## src/rtl/wt_pkg.sv

```systemverilog
package wt_pkg;
  localparam int SAMPLE_W    = 4;
  localparam int NUM_SAMPLES = 32;
  localparam int PERIOD_W    = 11;

  typedef enum logic [1:0] {
    LVL_MUTE    = 2'd0,
    LVL_FULL    = 2'd1,
    LVL_HALF    = 2'd2,
    LVL_QUARTER = 2'd3
  } level_e;
endpackage

```

## src/rtl/wt_ram.sv

```systemverilog
module wt_ram #(
  parameter int SAMPLE_W    = 4,
  parameter int NUM_SAMPLES = 32,
  localparam int BYTE_W     = 2 * SAMPLE_W,
  localparam int NUM_BYTES  = NUM_SAMPLES / 2,
  localparam int ADDR_W     = $clog2(NUM_BYTES),
  localparam int IDX_W      = $clog2(NUM_SAMPLES)
) (
  input  logic                clk,
  input  logic                rst_n,
  input  logic                we,
  input  logic [ADDR_W-1:0]   waddr,
  input  logic [BYTE_W-1:0]   wdata,
  input  logic [IDX_W-1:0]    ridx,
  output logic [SAMPLE_W-1:0] rnib
);
  logic [BYTE_W-1:0] mem [NUM_BYTES];
  logic [BYTE_W-1:0] rbyte;

  always_ff @(posedge clk) begin
    if (!rst_n) begin
      for (int i = 0; i < NUM_BYTES; i++) mem[i] <= '0;
    end else if (we) begin
      mem[waddr] <= wdata;
    end
  end

  // even index -> upper nibble, odd index -> lower nibble
  assign rbyte = mem[ridx[IDX_W-1:1]];
  assign rnib  = ridx[0] ? rbyte[SAMPLE_W-1:0] : rbyte[BYTE_W-1:SAMPLE_W];
endmodule

```

## src/rtl/wt_timer.sv

```systemverilog
module wt_timer #(
  parameter int PERIOD_W  = 11,
  localparam int TIMER_W  = PERIOD_W + 1
) (
  input  logic                clk,
  input  logic                rst_n,
  input  logic                load,
  input  logic                run,
  input  logic [PERIOD_W-1:0] period,
  output logic                expire
);
  localparam logic [TIMER_W-1:0] FULL = TIMER_W'(1) << PERIOD_W;

  logic [TIMER_W-1:0] cnt;
  logic [TIMER_W-1:0] reload;

  assign reload = FULL - {1'b0, period};
  assign expire = run && !load && (cnt == TIMER_W'(1));

  always_ff @(posedge clk) begin
    if (!rst_n)                cnt <= '0;
    else if (load || expire)   cnt <= reload;
    else if (run)              cnt <= cnt - TIMER_W'(1);
  end

  // a running timer is never stuck at zero, so any period yields expiries
  assert_timer_live_R12: assert property (@(posedge clk) disable iff (!rst_n)
    (run && !load) |-> (cnt != '0));
endmodule

```

## src/rtl/wt_level.sv

```systemverilog
module wt_level #(
  parameter int SAMPLE_W = 4
) (
  input  logic                active,
  input  logic [1:0]          code,
  input  logic [SAMPLE_W-1:0] held,
  output logic [SAMPLE_W-1:0] out
);
  import wt_pkg::*;

  always_comb begin
    out = '0;
    if (active) begin
      unique case (level_e'(code))
        LVL_MUTE:    out = '0;
        LVL_FULL:    out = held;
        LVL_HALF:    out = held >> 1;
        LVL_QUARTER: out = held >> 2;
        default:     out = '0;
      endcase
    end
  end
endmodule

```

## src/rtl/wavetable_channel.sv

```systemverilog
module wavetable_channel #(
  parameter int SAMPLE_W    = wt_pkg::SAMPLE_W,
  parameter int NUM_SAMPLES = wt_pkg::NUM_SAMPLES,
  parameter int PERIOD_W    = wt_pkg::PERIOD_W,
  localparam int BYTE_W     = 2 * SAMPLE_W,
  localparam int ADDR_W     = $clog2(NUM_SAMPLES / 2),
  localparam int IDX_W      = $clog2(NUM_SAMPLES)
) (
  input  logic                clk,
  input  logic                rst_n,
  input  logic                wr_valid,
  output logic                wr_ready,
  input  logic [ADDR_W-1:0]   wr_addr,
  input  logic [BYTE_W-1:0]   wr_data,
  input  logic [PERIOD_W-1:0] period,
  input  logic                trigger,
  input  logic                dac_en,
  input  logic [1:0]          level,
  output logic [SAMPLE_W-1:0] sample_out,
  output logic                active,
  output logic                fetch_stb
);
  logic [IDX_W-1:0]    idx;
  logic [IDX_W-1:0]    idx_next;
  logic [SAMPLE_W-1:0] held;
  logic [SAMPLE_W-1:0] fetched;
  logic                start;
  logic                expire;

  assign wr_ready = 1'b1;
  assign start    = trigger && dac_en;
  assign idx_next = idx + IDX_W'(1);

  wt_ram #(.SAMPLE_W(SAMPLE_W), .NUM_SAMPLES(NUM_SAMPLES)) u_ram (
    .clk(clk), .rst_n(rst_n), .we(wr_valid && wr_ready),
    .waddr(wr_addr), .wdata(wr_data), .ridx(idx_next), .rnib(fetched)
  );

  wt_timer #(.PERIOD_W(PERIOD_W)) u_timer (
    .clk(clk), .rst_n(rst_n), .load(start), .run(active && dac_en),
    .period(period), .expire(expire)
  );

  wt_level #(.SAMPLE_W(SAMPLE_W)) u_level (
    .active(active), .code(level), .held(held), .out(sample_out)
  );

  always_ff @(posedge clk) begin
    if (!rst_n) begin
      active    <= 1'b0;
      idx       <= '0;
      held      <= '0;
      fetch_stb <= 1'b0;
    end else begin
      fetch_stb <= 1'b0;
      if (!dac_en) begin
        active <= 1'b0;
      end else if (trigger) begin
        active <= 1'b1;
        idx    <= '0;
      end else if (active && expire) begin
        idx       <= idx_next;
        held      <= fetched;
        fetch_stb <= 1'b1;
      end
    end
  end

  assert_dac_off_R9: assert property (@(posedge clk) disable iff (!rst_n)
    !dac_en |=> !active);
  assert_trigger_keeps_held_R3: assert property (@(posedge clk) disable iff (!rst_n)
    start |=> (active && idx == '0 && held == $past(held)));
  assert_idle_silent_R10: assert property (@(posedge clk) disable iff (!rst_n)
    !active |-> (sample_out == '0));
  assert_index_steps_R5: assert property (@(posedge clk) disable iff (!rst_n)
    (!start && !expire) |=> $stable(idx));
  assert_fetch_pulse_R6: assert property (@(posedge clk) disable iff (!rst_n)
    fetch_stb |-> (active && idx == $past(idx) + IDX_W'(1)));
endmodule

```

## config.mk

```make
export PLATFORM = sky130hd
export DESIGN_NAME = wavetable_channel
export DESIGN_NICKNAME = d
export VERILOG_FILES = /design/src/rtl/wt_pkg.sv /design/src/rtl/wt_ram.sv /design/src/rtl/wt_timer.sv /design/src/rtl/wt_level.sv /design/src/rtl/wavetable_channel.sv
export SDC_FILE = /design/constraint.sdc
export NUM_CORES = 1
export LEC_CHECK = 0
export BUFFER_PORTS_ARGS = -buffer_cell sky130_fd_sc_hd__buf_2
export CAP_MARGIN = 20
export CELL_PAD_IN_SITES_DETAIL_PLACEMENT = 2
export CELL_PAD_IN_SITES_GLOBAL_PLACEMENT = 2
export CORE_MARGIN = 1.5
export CORE_UTILIZATION = 48
export DETAILED_ROUTE_END_ITERATION = 10
export GPL_ROUTABILITY_DRIVEN = 0
export MAX_ROUTING_LAYER = met4
export PLACE_DENSITY_LB_ADDON = 0.1
export SKIP_CTS_REPAIR_TIMING = 1
export SLEW_MARGIN = 30
export SYNTH_ARGS = -nofsm -noshare
export SYNTH_HDL_FRONTEND = slang
export SYNTH_HIERARCHICAL = 1
export SYNTH_SLANG_ARGS = --single-unit
```

## constraint.sdc

```tcl
create_clock -name clk -period 5.6 [get_ports clk]
set_input_delay 1.12 -clock clk [delete_from_list [all_inputs] [get_ports clk]]
set_output_delay 1.12 -clock clk [all_outputs]
set_load 0.01 [all_outputs]
```

Word level (Yosys, flattened, before mapping)
Memory sizes are Yosys's and may differ from the RTL's.
Index checks and enable logic that the tools add are counted.
- add/subtract/negate cells: 3
- equal/unequal tests: 4
- muxes and demuxes: 15
- bitwise logic cells: 3
- reductions and logical operators: 15
- operators with widths (kind ; number):
    $mux 12 ; 2
    $pmux 4 s4 ; 1
    $eq 12x1->1 const B ; 1
    $mux 4 ; 3
    $sub 12x1->12 const B ; 1
    $sub 12x11->12 const A ; 1
    $mux 5 ; 2
    $mux 8 ; 1
    $reduce_or 8->1 ; 1
    $mux 1 ; 6
    $add 5x1->5 const B ; 1
    $logic_and 1x1->1 ; 5
    $eq 2x2->1 const B ; 2
    $reduce_and 2->1 ; 2
    $reduce_bool 2->1 ; 2
    $not 1->1 ; 3
    $reduce_and 3->1 ; 1
    $reduce_or 3->1 ; 1
    $eq 2x1->1 const B ; 1
    $logic_not 2->1 ; 1
    $logic_not 1->1 ; 1
    $logic_or 1x1->1 ; 1
- register bits: 23
- memory bits (writable): 128
- bits of input ports: 30
- word-level logic and storage cells: 46
- memories: 1
- memories (name ; words ; width ; rd ports ; clocked after memory_dff ; write ports ; RTL line ; text):
    u_ram.mem ; 16 ; 8 ; 1 ; 0 ; 16 ; wt_ram.sv:17 ; logic [BYTE_W-1:0] mem [NUM_BYTES];

Depth between registers and ports, before layout
Gate-level depths: netlist (run 1).
- word-level depth: 7
- gate-level depth with buffers: 9
- depth with buffers taken out: 8

Cells and area by module
The synthesis (run 1) kept the hierarchy.
- by module, submodules not included (module ; instances ; cells each ; area each (um2) ; sequential area each (um2)):
    wt_ram ; 1 ; 359 ; 5890.6 ; 3843.7
    wt_timer ; 1 ; 113 ; 957.2 ; 240.2
    wavetable_channel ; 1 ; 49 ; 494.2 ; 220.2
    wt_level ; 1 ; 12 ; 87.6 ; 0.0

Least setup slack after synthesis (run 1)
No wires, ideal clock.
- path type: input -> register
- start: input port dac_en
- end: register idx[2]
- library setup time: 0.074 ns
- arrival time: 3.192 ns
- data required time: 5.526 ns
- slack: 2.334 ns
- stages on the path: 8
- path buffers: 1
- cell sequence: and2_2 > buf_2 > nand2_1 > or4_1 > nor4_1 > nand3_2 > or4b_1 > a31oi_1
- cells in the longest elaborated chain, start to end: 7
- RTL lines (element ; RTL line ; text):
    from (decl) ; wavetable_channel.sv:17 ; input logic dac_en,
    $logic_and 1x1->1 ; wavetable_channel.sv:31 ; assign start = trigger && dac_en;
    $logic_not 1->1 ; wt_timer.sv:18 ; assign expire = run && !load && (cnt == TIMER_W'(1));
    $logic_and 1x1->1 (*) (2 in a row) ; wt_timer.sv:18 ;
    net expire ; wavetable_channel.sv:28 ; logic expire;
    $logic_and 1x1->1 (*) ; wavetable_channel.sv:61 ; end else if (active && expire) begin
    $reduce_bool 2->1 (no source line) (*) ; n/a ;
    $reduce_and 2->1 (no source line) (*) ; n/a ;
    to (signal assigned) ; wavetable_channel.sv:62 ; idx <= idx_next;
    to (decl) ; wavetable_channel.sv:23 ; logic [IDX_W-1:0] idx;
Mark *: on every way through the listed nets, which the timed path passes. The rest lies on a longest branch.
A chain may end at the register's enable or synchronous reset.

Worst setup path after layout (run 1)
- start: register idx[0]
- end: register held[0]
- cells in the longest elaborated chain, start to end: 3
- RTL lines (element ; RTL line ; text):
    $add 5x1->5 ; wavetable_channel.sv:32 ; assign idx_next = idx + IDX_W'(1);
    net idx_next[2] ; wavetable_channel.sv:24 ; logic [IDX_W-1:0] idx_next;
    $mem_v2 16x8 ; n/a ;
    $mux 4 ; wt_ram.sv:30 ; assign rnib = ridx[0] ? rbyte[SAMPLE_W-1:0] : rbyte[BYTE_W-1:SAMPLE_W];
    net fetched[0] ; wavetable_channel.sv:26 ; logic [SAMPLE_W-1:0] fetched;
    to (signal assigned) ; wavetable_channel.sv:63 ; held <= fetched;
    to (decl) ; wavetable_channel.sv:25 ; logic [SAMPLE_W-1:0] held;
The timed path passes the listed nets, and every way through them passes these cells.

==> results of run 1 <==
-- critical path: stages (launching register included) --
cell and delay [ns]:
dfxtp_1 0.41, ha_1 0.34, xor2_4 0.68, buf_4 0.46, mux4_2 0.57, mux4_2 0.50
mux2_2 0.28, mux2i_1 0.18, nor2_1 0.07
-- registers in the layout (all words and copies together) (netlist names) --
signal       count
u_ram/mem      128
u_timer/cnt     12
idx              5
held             4
active           1
fetch_stb        1
-- worst min-delay path by stage --
stage	startpoint	endpoint	slack [ns]
3_3_place_gp	idx[4]	idx[4]	0.49
4_1_cts	idx[1]	idx[1]	0.54
5_1_grt	idx[1]	idx[1]	0.57
2_1_floorplan	held[0]	held[0]	0.46
6_report	idx[1]	idx[1]	0.54
3_5_place_dp	idx[4]	idx[4]	0.49
-- where the power goes --
group          switching, mW  internal [mW]
logic                  0.110         0.0668
clock network          0.547          0.597
registers             0.0372           1.28
total                  0.694           1.94
-- cell type report --
cell class                      count  area [µm²]  share of cell area, %
Antenna cell                        1        2.50                 0.0297
Multi-Input combinational cell    346        3000                   35.6
Sequential cell                   151        4300                   51.0
Clock inverter                     15         149                   1.77
Tap cell                          188         235                   2.79
Clock buffer                       17         425                   5.05
Inverter                            9        33.8                  0.401
Timing Repair Buffer               49         280                   3.32
-- cells in the final DEF (no fill, tap or decap), types with 2 or more instances in the layout --
cell and count:
and2_1 129, edfxtp_1 128, mux4_2 40, buf_2 35, nor2_1 23, dfxtp_1 23, clkbuf_16 17, o21ai_0 14
buf_4 14, nand2_1 10, xnor2_1 9, inv_1 9, a21oi_1 9, nor3_1 7, inv_6 7, a211oi_1 6
mux2i_1 6, inv_8 6, nand2b_1 6, nand3_1 5, nand4b_1 5, or4_1 5, nor4_1 5, xor2_1 5
ha_1 4, mux2_2 4, nor3_2 4, a22o_1 3, nand3b_1 3, or4b_1 2, o21a_1 2, nand4bb_1 2
or3_1 2, or2_2 2, nor4_2 2, o41ai_1 2, o31ai_1 2, o211a_1 2
-- through the flow --
| stage | power, mW | instances |
|---|---|---|
| 4_1_cts | 2.65 | 775 |
| 2_1_floorplan | 1.42 | 533 |
| 3_5_place_dp | 1.51 | 743 |
| 6_report | 2.64 | 776 |
| 5_1_grt | 2.71 | 776 |
| 3_3_place_gp | 1.49 | 743 |
-- layer usage --
metal,up-vias,global-route usage [%],wire (µm)
met5,-,-,0
met4,0,10.5,450
met3,26,4.98,995
met2,148,49.9,11600
met1,2556,39.0,9370
li1,2103,-,-
-- kinds of logic after synthesis --
kind of cell,count (synthesis)
other,1
DFF,151
AOI/OAI and AO/OA,53
and+or+nand+nor,222
buffers and inverters,36
adders and majority gates,4
muxes,50
xor gates and xnor gates,16
==> results.cfg, run 1 <==
[timing]
setup_tns_ns = 0
fmax_ghz = 0.276
fin_crit_sh_pct = 64.6
finalMaxSlewViolations = 0
timing.final.ws_setup_ns = 1.98
worst_slew_pin_slew_ns = 0.911
setup_viol = 0
finClkSkew_ns = 0.0115
finalHoldViolCount = 0
relSlewSlack_pct = 38.7
hold_ws_ns = 0.542
rsz0062_at_grt = false
period_minus_slack_ns = 3.62

[synthesis]
yosysTopAreaCellShare_pct = 51.7
synth_ff_type = edfxtp_1
synth_simple_gate_area_share_pct = 18.6
ys_types = 61
syn-num-nets = 567
yosysWarningCount = 6
postSynthRegisterBits = 151
synth_top_family_by_area = simple AND/OR/NAND/NOR gates
synth_xor_area_share_pct = 1.89
synth-adder-area-share_pct = 0.674
muxShareOfSynthArea_pct = 13.5
synth_area_leaders = edfxtp_1, mux4_2, and2_1
syn_inst = 533
synth-edff-count = 128
avgSynthCellArea_um2 = 13.9
yosysTopAreaCell = edfxtp_1
async_reset_ff_share_pct = 0
synth_area_um2 = 7430
netlist_top_cells_count = and2_1, edfxtp_1, mux4_2
synth_compound_area_share_pct = 4.95
yosysMostFrequentCell = and2_1
yosysSeqAreaShare_pct = 57.9

[drt]
wl_per_cell_um = 28.9
ant_nets = 0
first_pass_iters = 7
via_per_inst = 6.23
drt_iter0_drc = 364
routed_wl_um = 22400
vias = 4833
drc = 0

[global_routing]
grt-ovfl-total = 0
antenna_found_initial = 1
grt_max_degree = 33
grt_pass1_wl_um = 34000
grt_pass1_vias = 5246
grt_usage_pct = 30.5

[cells_and_area]
drive_gt1_share_pct = 24.7
nNetsFinal = 608
syn2layout_area_growth_pct = 13.5
fillCellCount = 1350
fin_area_um2 = 8430
final_util_pct = 55.7

[die]
ioPinCount = 37
core.rowCount = 45
core_um2 = 15100
die_h_um = 127
die_x_um = 127
dieArea_um2 = 16200
start_util_pct = 49.1

[place]
pre_cts_slack_ns = 1.69
place_area_um2 = 7840
hpwl_um = 14700
io_buffers = 35

[worst_setup_path]
cp-startpoint = idx[0]
rr_startpoint = idx[0]
worstPathRequired_ns = 5.92
worstSetupEndpoint = held[0]
r2r_cells = 8
cp-start-kind = flop
crit_path_end_kind = flop
path_max_fanout = 17
worst-setup-path-type = flop to flop
regToRegEndpoint = held[0]
arrival_ns = 3.94
rrSetupSlack_ns = 1.98

[clocking]
cts_tree = yes
clk_pin_slew_worst_paths_ns = 0.07
clockBufferDepth = 2
root_buffer = clkbuf_16
insertion_delay_ns = 0.44
cts-buffers-inserted = 17
cts_max_level = 4
clock_sinks = 151

[pwr]
ir_worst_vdd_uv = 222
leakage_nw = 2.97
p_per_area_nw_per_um2 = 313

[status]
status = finished clean

[worst_hold_path]
hold-path-cell-count = 1
hold_class = flop to flop

[job]
cap_violations = 0
Note: power is estimated with default switching activity, not from simulation.
==> run 2, diff against run 1 <==
CORE_UTILIZATION = 44   (was 48)
clock period = 3.72 ns   (was 5.6 ns; I/O delays follow)
==> results.cfg, run 2 (same netlist as run 1, synthesis figures left out) <==
[pwr]
p_switching_mw = 0.898
sequentialPowerShare_pct = 49.9
p_int_mw = 3.07
leakage_nw = 3.00
ir_worst_vdd_uv = 320
power_frac_comb_pct = 6.7
swShare_pct = 22.6
p_per_area_nw_per_um2 = 465
p_total_mw = 3.97
pwr-share-clk_pct = 43.4

[drt]
ant_nets = 0
vias = 4751
wl_per_cell_um = 26.4
first_pass_iters = 4
routed_wl_um = 21500
drc = 0
drt_iter0_drc = 355
via_per_inst = 5.84

[clocking]
cts_tree = yes
cts_max_level = 4
clock_sinks = 151
clk_pin_slew_worst_paths_ns = 0.06
cts-buffers-inserted = 17
insertion_delay_ns = 0.44
clockBufferDepth = 2
root_buffer = clkbuf_16

[timing]
finClkSkew_ns = 0.00974
period_minus_slack_ns = 3.11
fmax_ghz = 0.322
worst_slew_pin_slew_ns = 0.794
setup_tns_ns = 0
fin_crit_sh_pct = 83.6
relSlewSlack_pct = 46.6
finalHoldViolCount = 0
timing.final.ws_setup_ns = 0.611
rsz0062_at_grt = false
finalMaxSlewViolations = 0
setup_viol = 0

[worst_setup_path]
rrSetupSlack_ns = 0.61
slowest_delay_ns = 0.59
regToRegEndpoint = held[2]
cp_slowest_cell = xnor2_2
crit_buf_inv = 1
cp-startpoint = idx[2]
crit_top_cell = mux4_2
crit_path_end_kind = flop
worstPathRequired_ns = 4.03
arrival_ns = 3.42
rr_startpoint = idx[2]
worst-setup-path-type = flop to flop
path_max_fanout = 19
cp-start-kind = flop
cp_top_family = multiplexers
r2r_cells = 8
cp_cell_sequence = nand3_1 > xnor2_2 > buf_12 > mux4_2 > mux4_2 > mux2_2 > mux2i_1 > nor2_1

[worst_hold_path]
min_to = idx[4]
hold_class = flop to flop
hold-path-cell-count = 1
hold_start = idx[4]

[place]
hpwl_um = 14800
pre_cts_slack_ns = 0.697
io_buffers = 35

[die]
die_x_um = 133
die_h_um = 133
dieArea_um2 = 17700
ioPinCount = 37
start_util_pct = 45.0
core.rowCount = 47
core_um2 = 16500

[global_routing]
use_met1_pct = 33.7
grt_pass1_vias = 5244
grt-ovfl-total = 0
grtUsageMet3_pct = 5.44
antenna_found_initial = 0
grt_usage_pct = 27.0
grt_busiest_layer = met2
grt_max_degree = 33
grt_use_met2_pct = 44.2
grt_pass1_wl_um = 33200

[cells_and_area]
nNetsFinal = 615
syn2layout_area_growth_pct = 14.7
layout_commonest_cell = and2_1
drive_gt1_share_pct = 24.1
reg.largest.list = u_ram/mem: 128 flops, u_timer/cnt: 12 flops, idx: 5 flops
final_cell_mix = and2_1, edfxtp_1, mux4_2
final_util_pct = 51.6
antennaDiodeCount = 0
regMostFlops = u_ram/mem
largest_reg_flops = 128

[job]
cap_violations = 0

[status]
status = finished clean
==> run 2: cell count changes in the layout (fill, tap and decap cells not counted), sizes merged <==
cell / delta
buf: +7
clkinv: +6
clkinvlp: +1
clkbuf: +3
inv: -13
diode: -1
bufinv: +3
==> run 2: per-layer routing <==
metal | up-vias | share of wire, %
li1 | 2096 | -
met3 | 30 | 4.2
met1 | 2488 | 43
met2 | 137 | 51
met4 | 0 | 2.1
met5 | - | 0
==> run 2: worst register-to-register path: cells and delay by family, from the launching register on <==
kind / cells / cell delay [ns]
XOR/XNOR: 1 / 0.59
AND/OR/NAND/NOR: 2 / 0.24
buffers and inverters: 1 / 0.26
flip-flops: 1 / 0.51
multiplexers: 4 / 1.39
==> run 2: cell type report <==
cell class	count	area [µm²]
inverter	9	33.8
sequential	151	4300
tap	220	275
multi-input combinational	346	2980
timing repair buffer	56	358
clock inverter	12	134
clock buffer	20	437
fill	1570	8000
==> run 2: worst max-delay path by stage <==
stage	to	slack [ns]	depth (start not counted)
finish	held[2]	0.61	8
global route	held[0]	0.48	8
CTS	held[2]	0.61	8
detailed placement	idx[1]	0.70	9
global placement	held[2]	0.78	8
floorplan	idx[2]	0.83	8
==> run 2: stage by stage <==
stage	hold slack, ns	cells	cell area [µm²]
2_1_floorplan	0.464	533	7430
3_3_place_gp	0.489	782	7950
3_5_place_dp	0.495	782	7950
4_1_cts	0.511	814	8520
5_1_grt	0.554	814	8520
6_report	0.503	814	8520
==> run 2: power by group through the flow <==
stage	clock (mW)	sequential, mW	combinational (mW)
after floorplan	0	1.98	0.159
after global placement	0	2.00	0.248
after detailed placement	0	2.01	0.263
after CTS	1.76	1.98	0.268
after global routing	1.81	1.99	0.286
final	1.72	1.98	0.265
==> run 3, diff against run 2 <==
clock period = 2.9 ns   (was 3.72 ns; I/O delays follow)
==> results.cfg, run 3 (same netlist as run 1, synthesis figures left out) <==
[status]
status = finished clean

[worst_setup_path]
arrival_ns = 3.16
crit_buf_inv = 2
worstPathRequired_ns = 3.22
cp-startpoint = idx[0]
cp_cell_sequence = ha_2 > xor2_4 > buf_12 > buf_12 > mux4_2 > mux4_2 > mux2_2 > mux2i_1 > nor2_1
worst-setup-path-type = flop to flop
rrSetupSlack_ns = 0.06
path_max_fanout = 8
cp-start-kind = flop
crit_path_end_kind = flop
cp_top_family = multiplexers
cp_slowest_cell = mux4_2
slowest_delay_ns = 0.53
rr_startpoint = idx[0]
regToRegEndpoint = held[1]
r2r_cells = 9

[worst_hold_path]
hold_class = input port to flop
hold-path-cell-count = 3
hold_start = period[10]
min_to = u_timer/cnt[10]

[drt]
ant_nets = 0
drc = 0
drt_iter0_drc = 302
via_per_inst = 5.84
routed_wl_um = 21900
vias = 4822
wl_per_cell_um = 26.5
first_pass_iters = 5

[pwr]
p_int_mw = 3.98
leakage_nw = 3.08
p_per_area_nw_per_um2 = 601
pwr-share-clk_pct = 44.9
sequentialPowerShare_pct = 48.6
p_switching_mw = 1.26
ir_worst_vdd_uv = 441
swShare_pct = 24.0
power_frac_comb_pct = 6.5

[timing]
finalMaxSlewViolations = 0
fin_crit_sh_pct = 97.8
relSlewSlack_pct = 48.1
period_minus_slack_ns = 2.84
finClkSkew_ns = 0.0149
fmax_ghz = 0.353
setup_viol = 0
hold_ws_ns = 0.439
worst_slew_pin_slew_ns = 0.776
finalHoldViolCount = 0

[cells_and_area]
reg.largest.list = u_ram/mem: 128 flops, u_timer/cnt: 12 flops, idx: 5 flops
layout_commonest_cell = and2_1
largest_reg_flops = 128
syn2layout_area_growth_pct = 17.2
drive_gt1_share_pct = 26.5
nNetsFinal = 626
final_cells = 826
regMostFlops = u_ram/mem
final_cell_mix = and2_1, edfxtp_1, mux4_2

[global_routing]
grt_pass1_vias = 5234
antenna_found_initial = 1
grt_pass1_wl_um = 33300
grt-ovfl-total = 0
grt_max_degree = 26
grt_usage_pct = 26.9

[die]
start_util_pct = 45.0
core.rowCount = 47
ioPinCount = 37
dieArea_um2 = 17700
die_x_um = 133
die_h_um = 133
core_um2 = 16500

[clocking]
clockBufferDepth = 2
clk_pin_slew_worst_paths_ns = 0.07
cts_tree = yes
cts-buffers-inserted = 17
root_buffer = clkbuf_16
cts_max_level = 4
clock_sinks = 151
insertion_delay_ns = 0.44

[place]
dp.cells = 790
hpwl_um = 15100
io_buffers = 35

[job]
cap_violations = 0
run 3: worst max path at each step:
stage                     cells after the start       to  slack, ns
after CTS                                     9  held[3]      -0.05
after floorplan                               8   idx[2]       0.17
final                                         9  held[1]       0.06
after global routing                          9  held[1]      -0.03
after global placement                        8  held[3]       0.14
after detailed placement                      9  held[3]       0.02
run 3: layout make-up:
type / count / area (µm²)
Fill cell: 1568 / 7820
Sequential cell: 151 / 4310
Multi-Input combinational cell: 346 / 2980
Timing Repair Buffer: 67 / 500
Clock buffer: 17 / 425
Tap cell: 220 / 275
Clock inverter: 14 / 186
Inverter: 9 / 33.8
Antenna cell: 2 / 5.00
run 3: stage by stage:
stage / setup slack [ns] / TNS, ns / utilization (%) / power (mW) / cell area (µm²)
floorplan: 0.174 / 0 / - / 2.75 / 7430
global placement: 0.139 / 0 / 48.5 / 2.89 / 8020
detailed placement: 0.0226 / 0 / 48.5 / 2.92 / 8020
CTS: -0.0510 / -0.141 / 52.2 / 5.28 / 8630
global route: -0.0291 / -0.0471 / 52.7 / 5.38 / 8710
finish: 0.0636 / 0 / 52.7 / 5.23 / 8710
run 3: worst register-to-register path, stage by stage, from the launching register on:
cell and delay (ns):
dfxtp_1 0.39, ha_2 0.28, xor2_4 0.19, buf_12 0.15, buf_12 0.15, mux4_2 0.52, mux4_2 0.53, mux2_2 0.29
mux2i_1 0.16, nor2_1 0.06
run 3: routing by layer:
| metal | global-route usage [%] | vias up | share of wire, % |
|---|---|---|---|
| li1 | - | 2136 | - |
| met1 | 34.7 | 2536 | 43 |
| met2 | 43.3 | 128 | 51 |
| met3 | 5.44 | 22 | 4.6 |
| met4 | 7.94 | 0 | 1.3 |
| met5 | - | - | 0 |
run 3: power groups by stage:
stage / logic, mW / clock network (mW) / registers [mW]
4_1_cts: 0.344 / 2.39 / 2.54
3_3_place_gp: 0.317 / 0 / 2.58
5_1_grt: 0.369 / 2.46 / 2.55
3_5_place_dp: 0.337 / 0 / 2.59
6_report: 0.341 / 2.35 / 2.54
2_1_floorplan: 0.204 / 0 / 2.54
